$ cat src/rtl/audio_xbar_pkg.sv
`timescale 1ns/1ps
package audio_xbar_pkg;

    localparam int SRC_W          = 5;
    localparam int PSEL_W         = 4;
    localparam int PORT_SRC_BASE  = 16;
    localparam int SRC_NONE       = 31;
    localparam int PORT_BASE_ADDR = 'h00;
    localparam int CTRL_BASE_ADDR = 'h40;
    localparam int WORD_BYTES     = 4;
    localparam logic [31:0] PORT_MASK = 32'hE000_001F;
    localparam logic [31:0] CTRL_MASK = 32'hFF00_000F;

    typedef struct packed {
        logic              master_in;
        logic              d1_tx;
        logic              d2_tx;
        logic [SRC_W-1:0]  src;
    } port_cfg_t;

    typedef struct packed {
        logic [PSEL_W-1:0] d2_sel;
        logic [PSEL_W-1:0] d1_sel;
        logic [PSEL_W-1:0] clk_sel;
    } ctrl_cfg_t;

    function automatic port_cfg_t port_unpack(input logic [31:0] w);
        port_cfg_t r;
        r.master_in = w[31];
        r.d1_tx     = w[30];
        r.d2_tx     = w[29];
        r.src       = w[SRC_W-1:0];
        return r;
    endfunction

    function automatic logic [31:0] port_pack(input port_cfg_t c);
        return {c.master_in, c.d1_tx, c.d2_tx, 24'b0, c.src};
    endfunction

    function automatic ctrl_cfg_t ctrl_unpack(input logic [31:0] w);
        ctrl_cfg_t r;
        r.d2_sel  = w[31:28];
        r.d1_sel  = w[27:24];
        r.clk_sel = w[3:0];
        return r;
    endfunction

    function automatic logic [31:0] ctrl_pack(input ctrl_cfg_t c);
        return {c.d2_sel, c.d1_sel, 20'b0, c.clk_sel};
    endfunction

endpackage

$ cat src/rtl/xbar_regfile.sv
`timescale 1ns/1ps
module xbar_regfile
    import audio_xbar_pkg::*;
#(
    parameter int NUM_PORTS = 5,
    parameter int NUM_CTRL  = 3,
    parameter int ADDR_W    = 8
) (
    input  logic              clk,
    input  logic              rst_n,
    input  logic [ADDR_W-1:0] addr,
    input  logic              wr_en,
    input  logic [31:0]       wr_data,
    input  logic              rd_en,
    output logic [31:0]       rd_data,
    output port_cfg_t         port_cfg [NUM_PORTS],
    output ctrl_cfg_t         ctrl_cfg [NUM_CTRL]
);

    logic [31:0] rd_next;
    logic [31:0] rd_q;
    logic        wr_spare_unused;

    assign wr_spare_unused = ^wr_data[23:5];

    // Port control words
    for (genvar p = 0; p < NUM_PORTS; p++) begin : g_port_reg
        localparam logic [ADDR_W-1:0] WADDR  = ADDR_W'(PORT_BASE_ADDR + WORD_BYTES * p);
        localparam logic [SRC_W-1:0]  RSTSRC = (p < NUM_CTRL) ? SRC_W'(p) : SRC_W'(SRC_NONE);
        port_cfg_t cfg_q;
        always_ff @(posedge clk or negedge rst_n) begin
            if (!rst_n) begin
                cfg_q <= '{master_in: 1'b0, d1_tx: 1'b0, d2_tx: 1'b0, src: RSTSRC};
            end else if (wr_en && addr == WADDR) begin
                cfg_q <= port_unpack(wr_data);
            end
        end
        assign port_cfg[p] = cfg_q;
    end

    // Controller selection words
    for (genvar c = 0; c < NUM_CTRL; c++) begin : g_ctrl_reg
        localparam logic [ADDR_W-1:0] WADDR = ADDR_W'(CTRL_BASE_ADDR + WORD_BYTES * c);
        ctrl_cfg_t cfg_q;
        always_ff @(posedge clk or negedge rst_n) begin
            if (!rst_n) begin
                cfg_q <= '0;
            end else if (wr_en && addr == WADDR) begin
                cfg_q <= ctrl_unpack(wr_data);
            end
        end
        assign ctrl_cfg[c] = cfg_q;
    end

    // Read decode: unmatched addresses give zero
    always_comb begin
        rd_next = '0;
        for (int p = 0; p < NUM_PORTS; p++) begin
            if (addr == ADDR_W'(PORT_BASE_ADDR + WORD_BYTES * p)) begin
                rd_next = port_pack(port_cfg[p]);
            end
        end
        for (int c = 0; c < NUM_CTRL; c++) begin
            if (addr == ADDR_W'(CTRL_BASE_ADDR + WORD_BYTES * c)) begin
                rd_next = ctrl_pack(ctrl_cfg[c]);
            end
        end
    end

    always_ff @(posedge clk or negedge rst_n) begin
        if (!rst_n) begin
            rd_q <= '0;
        end else if (rd_en) begin
            rd_q <= rd_next;
        end
    end

    assign rd_data = rd_q;

endmodule

$ cat src/rtl/xbar_port_route.sv
`timescale 1ns/1ps
module xbar_port_route
    import audio_xbar_pkg::*;
#(
    parameter int NUM_PORTS = 5,
    parameter int NUM_CTRL  = 3
) (
    input  port_cfg_t            cfg,
    input  logic [NUM_PORTS-1:0] pad_clk_i,
    input  logic [NUM_PORTS-1:0] pad_fs_i,
    input  logic [NUM_PORTS-1:0] pad_d1_i,
    input  logic [NUM_PORTS-1:0] pad_d2_i,
    input  logic [NUM_CTRL-1:0]  ctl_clk_i,
    input  logic [NUM_CTRL-1:0]  ctl_fs_i,
    input  logic [NUM_CTRL-1:0]  ctl_d1_i,
    input  logic [NUM_CTRL-1:0]  ctl_d2_i,
    output logic                 clk_o,
    output logic                 fs_o,
    output logic                 clk_oe,
    output logic                 d1_o,
    output logic                 d1_oe,
    output logic                 d2_o,
    output logic                 d2_oe
);

    // Unused source codes leave every output low
    always_comb begin
        clk_o  = 1'b0;
        fs_o   = 1'b0;
        clk_oe = 1'b0;
        d1_o   = 1'b0;
        d1_oe  = 1'b0;
        d2_o   = 1'b0;
        d2_oe  = 1'b0;
        // Controller as source
        for (int c = 0; c < NUM_CTRL; c++) begin
            if (cfg.src == SRC_W'(c)) begin
                clk_o  = ctl_clk_i[c];
                fs_o   = ctl_fs_i[c];
                clk_oe = 1'b1;
                d1_o   = cfg.d1_tx & ctl_d1_i[c];
                d1_oe  = cfg.d1_tx;
                d2_o   = cfg.d2_tx & ctl_d2_i[c];
                d2_oe  = cfg.d2_tx;
            end
        end
        // Another port as source, self-link allowed
        for (int q = 0; q < NUM_PORTS; q++) begin
            if (cfg.src == SRC_W'(PORT_SRC_BASE + q)) begin
                clk_o  = ~cfg.master_in & pad_clk_i[q];
                fs_o   = ~cfg.master_in & pad_fs_i[q];
                clk_oe = ~cfg.master_in;
                d1_o   = cfg.d1_tx & pad_d1_i[q];
                d1_oe  = cfg.d1_tx;
                d2_o   = cfg.d2_tx & pad_d2_i[q];
                d2_oe  = cfg.d2_tx;
            end
        end
    end

endmodule

$ cat src/rtl/xbar_ctrl_route.sv
`timescale 1ns/1ps
module xbar_ctrl_route
    import audio_xbar_pkg::*;
#(
    parameter int NUM_PORTS = 5
) (
    input  ctrl_cfg_t            cfg,
    input  logic [NUM_PORTS-1:0] pad_clk_i,
    input  logic [NUM_PORTS-1:0] pad_fs_i,
    input  logic [NUM_PORTS-1:0] pad_d1_i,
    input  logic [NUM_PORTS-1:0] pad_d2_i,
    output logic                 clk_o,
    output logic                 fs_o,
    output logic                 d1_o,
    output logic                 d2_o
);

    // Each field picks a port independently; codes past the last port give 0
    always_comb begin
        clk_o = 1'b0;
        fs_o  = 1'b0;
        d1_o  = 1'b0;
        d2_o  = 1'b0;
        for (int q = 0; q < NUM_PORTS; q++) begin
            if (cfg.clk_sel == PSEL_W'(q)) begin
                clk_o = pad_clk_i[q];
                fs_o  = pad_fs_i[q];
            end
            if (cfg.d1_sel == PSEL_W'(q)) d1_o = pad_d1_i[q];
            if (cfg.d2_sel == PSEL_W'(q)) d2_o = pad_d2_i[q];
        end
    end

endmodule

$ cat src/rtl/audio_xbar.sv
`timescale 1ns/1ps
module audio_xbar
    import audio_xbar_pkg::*;
#(
    parameter int NUM_PORTS = 5,
    parameter int NUM_CTRL  = 3,
    parameter int ADDR_W    = 8
) (
    input  logic                 clk,
    input  logic                 rst_n,
    input  logic [ADDR_W-1:0]    bus_addr,
    input  logic                 bus_wr_en,
    input  logic [31:0]          bus_wr_data,
    input  logic                 bus_rd_en,
    output logic [31:0]          bus_rd_data,
    input  logic [NUM_PORTS-1:0] pad_clk_i,
    input  logic [NUM_PORTS-1:0] pad_fs_i,
    input  logic [NUM_PORTS-1:0] pad_d1_i,
    input  logic [NUM_PORTS-1:0] pad_d2_i,
    output logic [NUM_PORTS-1:0] pad_clk_o,
    output logic [NUM_PORTS-1:0] pad_fs_o,
    output logic [NUM_PORTS-1:0] pad_clk_oe,
    output logic [NUM_PORTS-1:0] pad_d1_o,
    output logic [NUM_PORTS-1:0] pad_d1_oe,
    output logic [NUM_PORTS-1:0] pad_d2_o,
    output logic [NUM_PORTS-1:0] pad_d2_oe,
    input  logic [NUM_CTRL-1:0]  ctl_clk_i,
    input  logic [NUM_CTRL-1:0]  ctl_fs_i,
    input  logic [NUM_CTRL-1:0]  ctl_d1_i,
    input  logic [NUM_CTRL-1:0]  ctl_d2_i,
    output logic [NUM_CTRL-1:0]  ctl_clk_o,
    output logic [NUM_CTRL-1:0]  ctl_fs_o,
    output logic [NUM_CTRL-1:0]  ctl_d1_o,
    output logic [NUM_CTRL-1:0]  ctl_d2_o
);

    port_cfg_t port_cfg [NUM_PORTS];
    ctrl_cfg_t ctrl_cfg [NUM_CTRL];

    xbar_regfile #(
        .NUM_PORTS (NUM_PORTS),
        .NUM_CTRL  (NUM_CTRL),
        .ADDR_W    (ADDR_W)
    ) regs_i (
        .clk      (clk),
        .rst_n    (rst_n),
        .addr     (bus_addr),
        .wr_en    (bus_wr_en),
        .wr_data  (bus_wr_data),
        .rd_en    (bus_rd_en),
        .rd_data  (bus_rd_data),
        .port_cfg (port_cfg),
        .ctrl_cfg (ctrl_cfg)
    );

    for (genvar p = 0; p < NUM_PORTS; p++) begin : g_port
        xbar_port_route #(
            .NUM_PORTS (NUM_PORTS),
            .NUM_CTRL  (NUM_CTRL)
        ) route_i (
            .cfg       (port_cfg[p]),
            .pad_clk_i (pad_clk_i),
            .pad_fs_i  (pad_fs_i),
            .pad_d1_i  (pad_d1_i),
            .pad_d2_i  (pad_d2_i),
            .ctl_clk_i (ctl_clk_i),
            .ctl_fs_i  (ctl_fs_i),
            .ctl_d1_i  (ctl_d1_i),
            .ctl_d2_i  (ctl_d2_i),
            .clk_o     (pad_clk_o[p]),
            .fs_o      (pad_fs_o[p]),
            .clk_oe    (pad_clk_oe[p]),
            .d1_o      (pad_d1_o[p]),
            .d1_oe     (pad_d1_oe[p]),
            .d2_o      (pad_d2_o[p]),
            .d2_oe     (pad_d2_oe[p])
        );
    end

    for (genvar c = 0; c < NUM_CTRL; c++) begin : g_ctrl
        xbar_ctrl_route #(
            .NUM_PORTS (NUM_PORTS)
        ) route_i (
            .cfg       (ctrl_cfg[c]),
            .pad_clk_i (pad_clk_i),
            .pad_fs_i  (pad_fs_i),
            .pad_d1_i  (pad_d1_i),
            .pad_d2_i  (pad_d2_i),
            .clk_o     (ctl_clk_o[c]),
            .fs_o      (ctl_fs_o[c]),
            .d1_o      (ctl_d1_o[c]),
            .d2_o      (ctl_d2_o[c])
        );
    end

endmodule

$ cat config.mk
export PLATFORM = sky130hd
export DESIGN_NAME = audio_xbar
export DESIGN_NICKNAME = d
export VERILOG_FILES = /design/src/rtl/audio_xbar_pkg.sv /design/src/rtl/xbar_regfile.sv /design/src/rtl/xbar_port_route.sv /design/src/rtl/xbar_ctrl_route.sv /design/src/rtl/audio_xbar.sv
export SDC_FILE = /design/constraint.sdc
export NUM_CORES = 1
export LEC_CHECK = 0
export BUFFER_PORTS_ARGS = -buffer_cell sky130_fd_sc_hd__buf_2
export CORE_ASPECT_RATIO = 1.25
export CORE_MARGIN = 3
export CORE_UTILIZATION = 30
export DETAILED_ROUTE_END_ITERATION = 7
export HOLD_SLACK_MARGIN = 0.08
export PLACE_DENSITY = 0.59
export RECOVER_POWER = 50
export SYNTH_ARGS = -nofsm -noshare
export SYNTH_HDL_FRONTEND = slang
export SYNTH_HIERARCHICAL = 1
export SYNTH_SLANG_ARGS = --single-unit
$ cat constraint.sdc
create_clock -name clk -period 2.95 [get_ports clk]
set_input_delay 0.4425 -clock clk [delete_from_list [all_inputs] [get_ports clk]]
set_output_delay 0.4425 -clock clk [all_outputs]
set_load 0.02 [all_outputs]
==> results.txt <==
The flow ran to the end, but the final reports show violations. The final reports fail on max-capacitance violations, max-slew violations. The proportion of netlist area held by the largest area contributor came out at 0.2532. The critical path contains buffers and inverters numbering 2 combined. On the final layout, the worst hold slack is approximately 360 ps. Summed over all instances, the cell type with the most area after synthesis is sky130_fd_sc_hd__dfrtp_1. Leaving out fill and tap cells, the most frequent cell in the layout is sky130_fd_sc_hd__buf_2. The max-slew violation count came out at 38. By startpoint and endpoint, the worst setup path is classified as register to output pin. The class of the tightest hold or removal check is input port to register. Of all flip-flops after synthesis, the portion carrying an async set or reset was 1.000. The total area inside the core boundary comes to 24740 um2.

The start point of the critical path is regs_i/port_cfg[25]$_DFFE_PN0P_. The portion of synthesized area spent on multiplexers is 0.2179. Measured against its own limit, the worst slew margin works out to -0.3574. The mean instance size in the synthesized netlist came out at roughly 9.1 um2. The effective utilization at floorplan is 0.3075. The total overflow reported by the global router came out at 0. The number of synthesized flops with an enable pin is 0. The arrival time reported for the critical path endpoint is roughly 2300 ps.

The worst-skew pair later-pin latency came out at 340 ps. Setup total negative slack on the finished layout was measured at 0 ps. The mean number of vias per cell came out at 5.658. The analysis attributes to cell leakage a power of approximately 3.4 nW. Timing would allow up to ~370 MHz. The post-synthesis compound-gate area fraction is 0.1672. The main flop type after synthesis is sky130_fd_sc_hd__dfrtp_1. The total number of clock tree sinks came out at 89. Dividing the final minimum period by the clock period gives 0.9179.

The clock-pin slew on the worst setup and hold paths came out at approximately 60 ps. Summing internal, switching and leakage power gives between 3 and 4 mW. The hold violation total from the final report came to 0.

The largest voltage drop on the vdd net is 0.3192 mV. In the synthesized netlist, the number of instances is 832. The remaining antenna violation count after routing came out at 0. The area growth from synthesis to layout is 13.84%. The number of nets in the layout is 1000. The portion of the post-synthesis area used by sequential elements is 0.2946. Of all nets on the critical path, the largest fanout is 18. Of the total synthesized cell area, the portion taken by XOR and XNOR cells is 0.

STA classifies the critical path startpoint as a register. The cell that appears most often on the critical path is sky130_fd_sc_hd__a21oi_1. The hold buffer count at cts came out at 0. For this design, the slowest cell found on the critical path is sky130_fd_sc_hd__dfrtp_1. The transition time at the pin with the least slew margin came out at 2036 ps.

The die covers 27320 um2. Sorting the synthesized cells by area gives the leading types as sky130_fd_sc_hd__dfrtp_1, sky130_fd_sc_hd__mux2_2, sky130_fd_sc_hd__mux2i_1. Of the total synthesized cell area, the portion taken by AND, OR, NAND and NOR gates is 0.2537.

The total iterations of the first detailed-routing run is 5. The post-cts resize count came out at 0. Entering global routing, the biggest net connects 54 pins.

The die extent in y is 184.1 um. For this run, design rule violations remaining after detail routing come to 0. The library cell used as clock root buffer is sky130_fd_sc_hd__clkbuf_16. In this run the power density over the cells is 402.1 nW/um2.

The die span in x is 148.5 um. The count of input and output buffers is between 100 and 150. STA classifies the critical path endpoint as an output pin.

On the worst path, the slowest cell contributes a delay of 720 ps. The via count of the first global-routing pass was 6798. Across all layers, the routed design uses 7129 vias.

The count of yosys warnings during synthesis came out at 6. The number of H-tree branching levels is 3. The total track usage is 0.1932. The clock period minus worst slack is 2708 ps. In this run the core area contains 64 standard-cell rows. The total clock buffers created by CTS is 9.

The wire length of the first global-routing pass came out at 40.53 mm. The worst register-to-register path begins at regs_i/port_cfg[25]$_DFFE_PN0P_. The tool flagged a number of max-cap violations equal to 1. The fraction of final layout cells with drive strength greater than 1 came out at 0.2842. The signal on the critical path passes through buf_4 -> mux2i_1 -> o21ai_0 -> a21oi_1 -> a21oi_1 -> buf_2. The sum of routed wire length over all layers is 27.09 mm. The number of distinct library cells after synthesis is 65. The startpoint of the lowest-slack hold path is bus_wr_data[26].

Buffers added to address setup during post-CTS repair amount to 0. The count of routing violations after the opening detailed-route iteration is 600. Setup repair after global routing left no endpoint under its margin. The final setup skew is approximately 8.8 ps.

The number of setup violations in the final report is 0. The critical path data required time is 2510 ps. By area, the combinational part of the netlist is dominated by simple AND/OR/NAND/NOR gates. The boundary pin count is 155. Broken down by cell family, the worst path's largest delay share belongs to flip-flops. TritonCTS built the clock tree. In the layout the commonest cells are sky130_fd_sc_hd__buf_2, sky130_fd_sc_hd__mux2_2, sky130_fd_sc_hd__nor2_1. The number of antenna violations at the first check in global routing came out at 1.

The total half-perimeter wirelength after legalization and detailed placement is roughly 19 mm. The weighted congestion reported at the end of routability-driven placement came out at 0.9032. Synthesis inferred 89 register bits. The area of the mapped netlist is about 7600 um2. The adder and majority gate portion of the synthesized area came out at 0. The largest buffer count on any clock path came out at 2.

Dividing the detail-routed wire length by the instance count gives between 20 and 25 um.
==> power by group <==
group,internal (mW),switching [mW],total (mW),leakage [nW]
sequential,1.28,0.120,1.40,1.18
clock,0.768,0.489,1.26,0.159
combinational,0.316,0.507,0.824,2.08
==> routing by layer <==
| metal | vias to the layer above | share of wire | track usage |
|---|---|---|---|
| li1 | 3269 | - | - |
| met1 | 3494 | 0.44 | 0.2592 |
| met2 | 329 | 0.47 | 0.3196 |
| met3 | 37 | 0.074 | 0.03477 |
| met4 | 0 | 0.021 | 0.05508 |
| met5 | - | 0 | 0 |
==> cells by family (layout without fill, tap and decap cells) <==
group,Yosys count,in the layout
AND/OR/NAND/NOR,306,306
AO/OA/AOI/OAI,200,200
multiplexers,142,142
buffers and inverters,94,173
flip-flops,89,89
other,1,20
==> sequential cells by signal, indices dropped and copies added, names as in the netlist <==
register / count
regs_i/port_cfg: 40
regs_i/rd_data: 13
regs_i/ctrl_cfg: 36
==> layout make-up <==
| class | count | area, um2 |
|---|---|---|
| inverters | 22 | 82.58 |
| well taps | 330 | 412.9 |
| clock buffers | 10 | 239.0 |
| diodes | 1 | 2.502 |
| clock inverters | 6 | 90.09 |
| flip-flops and latches | 89 | 2242 |
| fillers | 2576 | 16080 |
| multi-input cells | 667 | 4895 |
| repair buffers | 135 | 699.4 |
==> path summary, 6_finish.rpt <==
path	slack, ps	endpoint	depth (start not counted)
worst max-delay path	240	pad_d1_o[1]	6
worst min-delay path	360	regs_i/ctrl_cfg[18]$_DFFE_PN0P_	2
worst max register to register	1200	regs_i/rd_data[1]$_DFFE_PN0P_	4
worst min register to register	490	regs_i/rd_data[25]$_DFFE_PN0P_	1
max in group asynchronous	520	regs_i/port_cfg[39]$_DFFE_PN0P_	2
min in group asynchronous	670	regs_i/rd_data[28]$_DFFE_PN0P_	1
==> cells in the mapped netlist (6+ instances only) <==
library cell                number
sky130_fd_sc_hd__nor2b_1         8
sky130_fd_sc_hd__nand3b_1       26
sky130_fd_sc_hd__mux2_1          6
sky130_fd_sc_hd__dfstp_2        12
sky130_fd_sc_hd__o21ai_0        42
sky130_fd_sc_hd__mux2_2         87
sky130_fd_sc_hd__dfrtp_1        77
sky130_fd_sc_hd__nand2b_1       29
sky130_fd_sc_hd__or3b_1         13
sky130_fd_sc_hd__o21a_1          8
sky130_fd_sc_hd__a221oi_1        6
sky130_fd_sc_hd__clkbuf_1        7
sky130_fd_sc_hd__nor2_1         78
sky130_fd_sc_hd__buf_4          20
sky130_fd_sc_hd__nand3_1        19
sky130_fd_sc_hd__buf_2          42
sky130_fd_sc_hd__a311oi_1        6
sky130_fd_sc_hd__inv_1          21
sky130_fd_sc_hd__mux2i_1        37
sky130_fd_sc_hd__nor4b_1        15
sky130_fd_sc_hd__o211ai_1       15
sky130_fd_sc_hd__nand2_1        22
sky130_fd_sc_hd__o2bb2ai_1       9
sky130_fd_sc_hd__a21oi_1        69
sky130_fd_sc_hd__mux4_2          8
sky130_fd_sc_hd__nand4b_1       10
sky130_fd_sc_hd__nor3b_1        10
sky130_fd_sc_hd__nor3_1         30
==> worst reg2reg max path: cells and delay by family (launching register included) <==
family	cells	cell delay [ps]
mux	1	480
flops	1	600
compound gates	2	260
buf+inv	1	290
==> stage by stage <==
stage	instances	util	area, um2	setup WS [ps]
floorplan	850	-	7677	926.0
global placement	1243	0.3398	8408	613.2
detailed placement	1243	0.3398	8408	600.4
CTS	1259	0.3531	8737	222.1
global route	1259	0.3500	8661	75.72
finish	1260	0.3501	8663	242.2
Power figures use the tool's default switching activity.
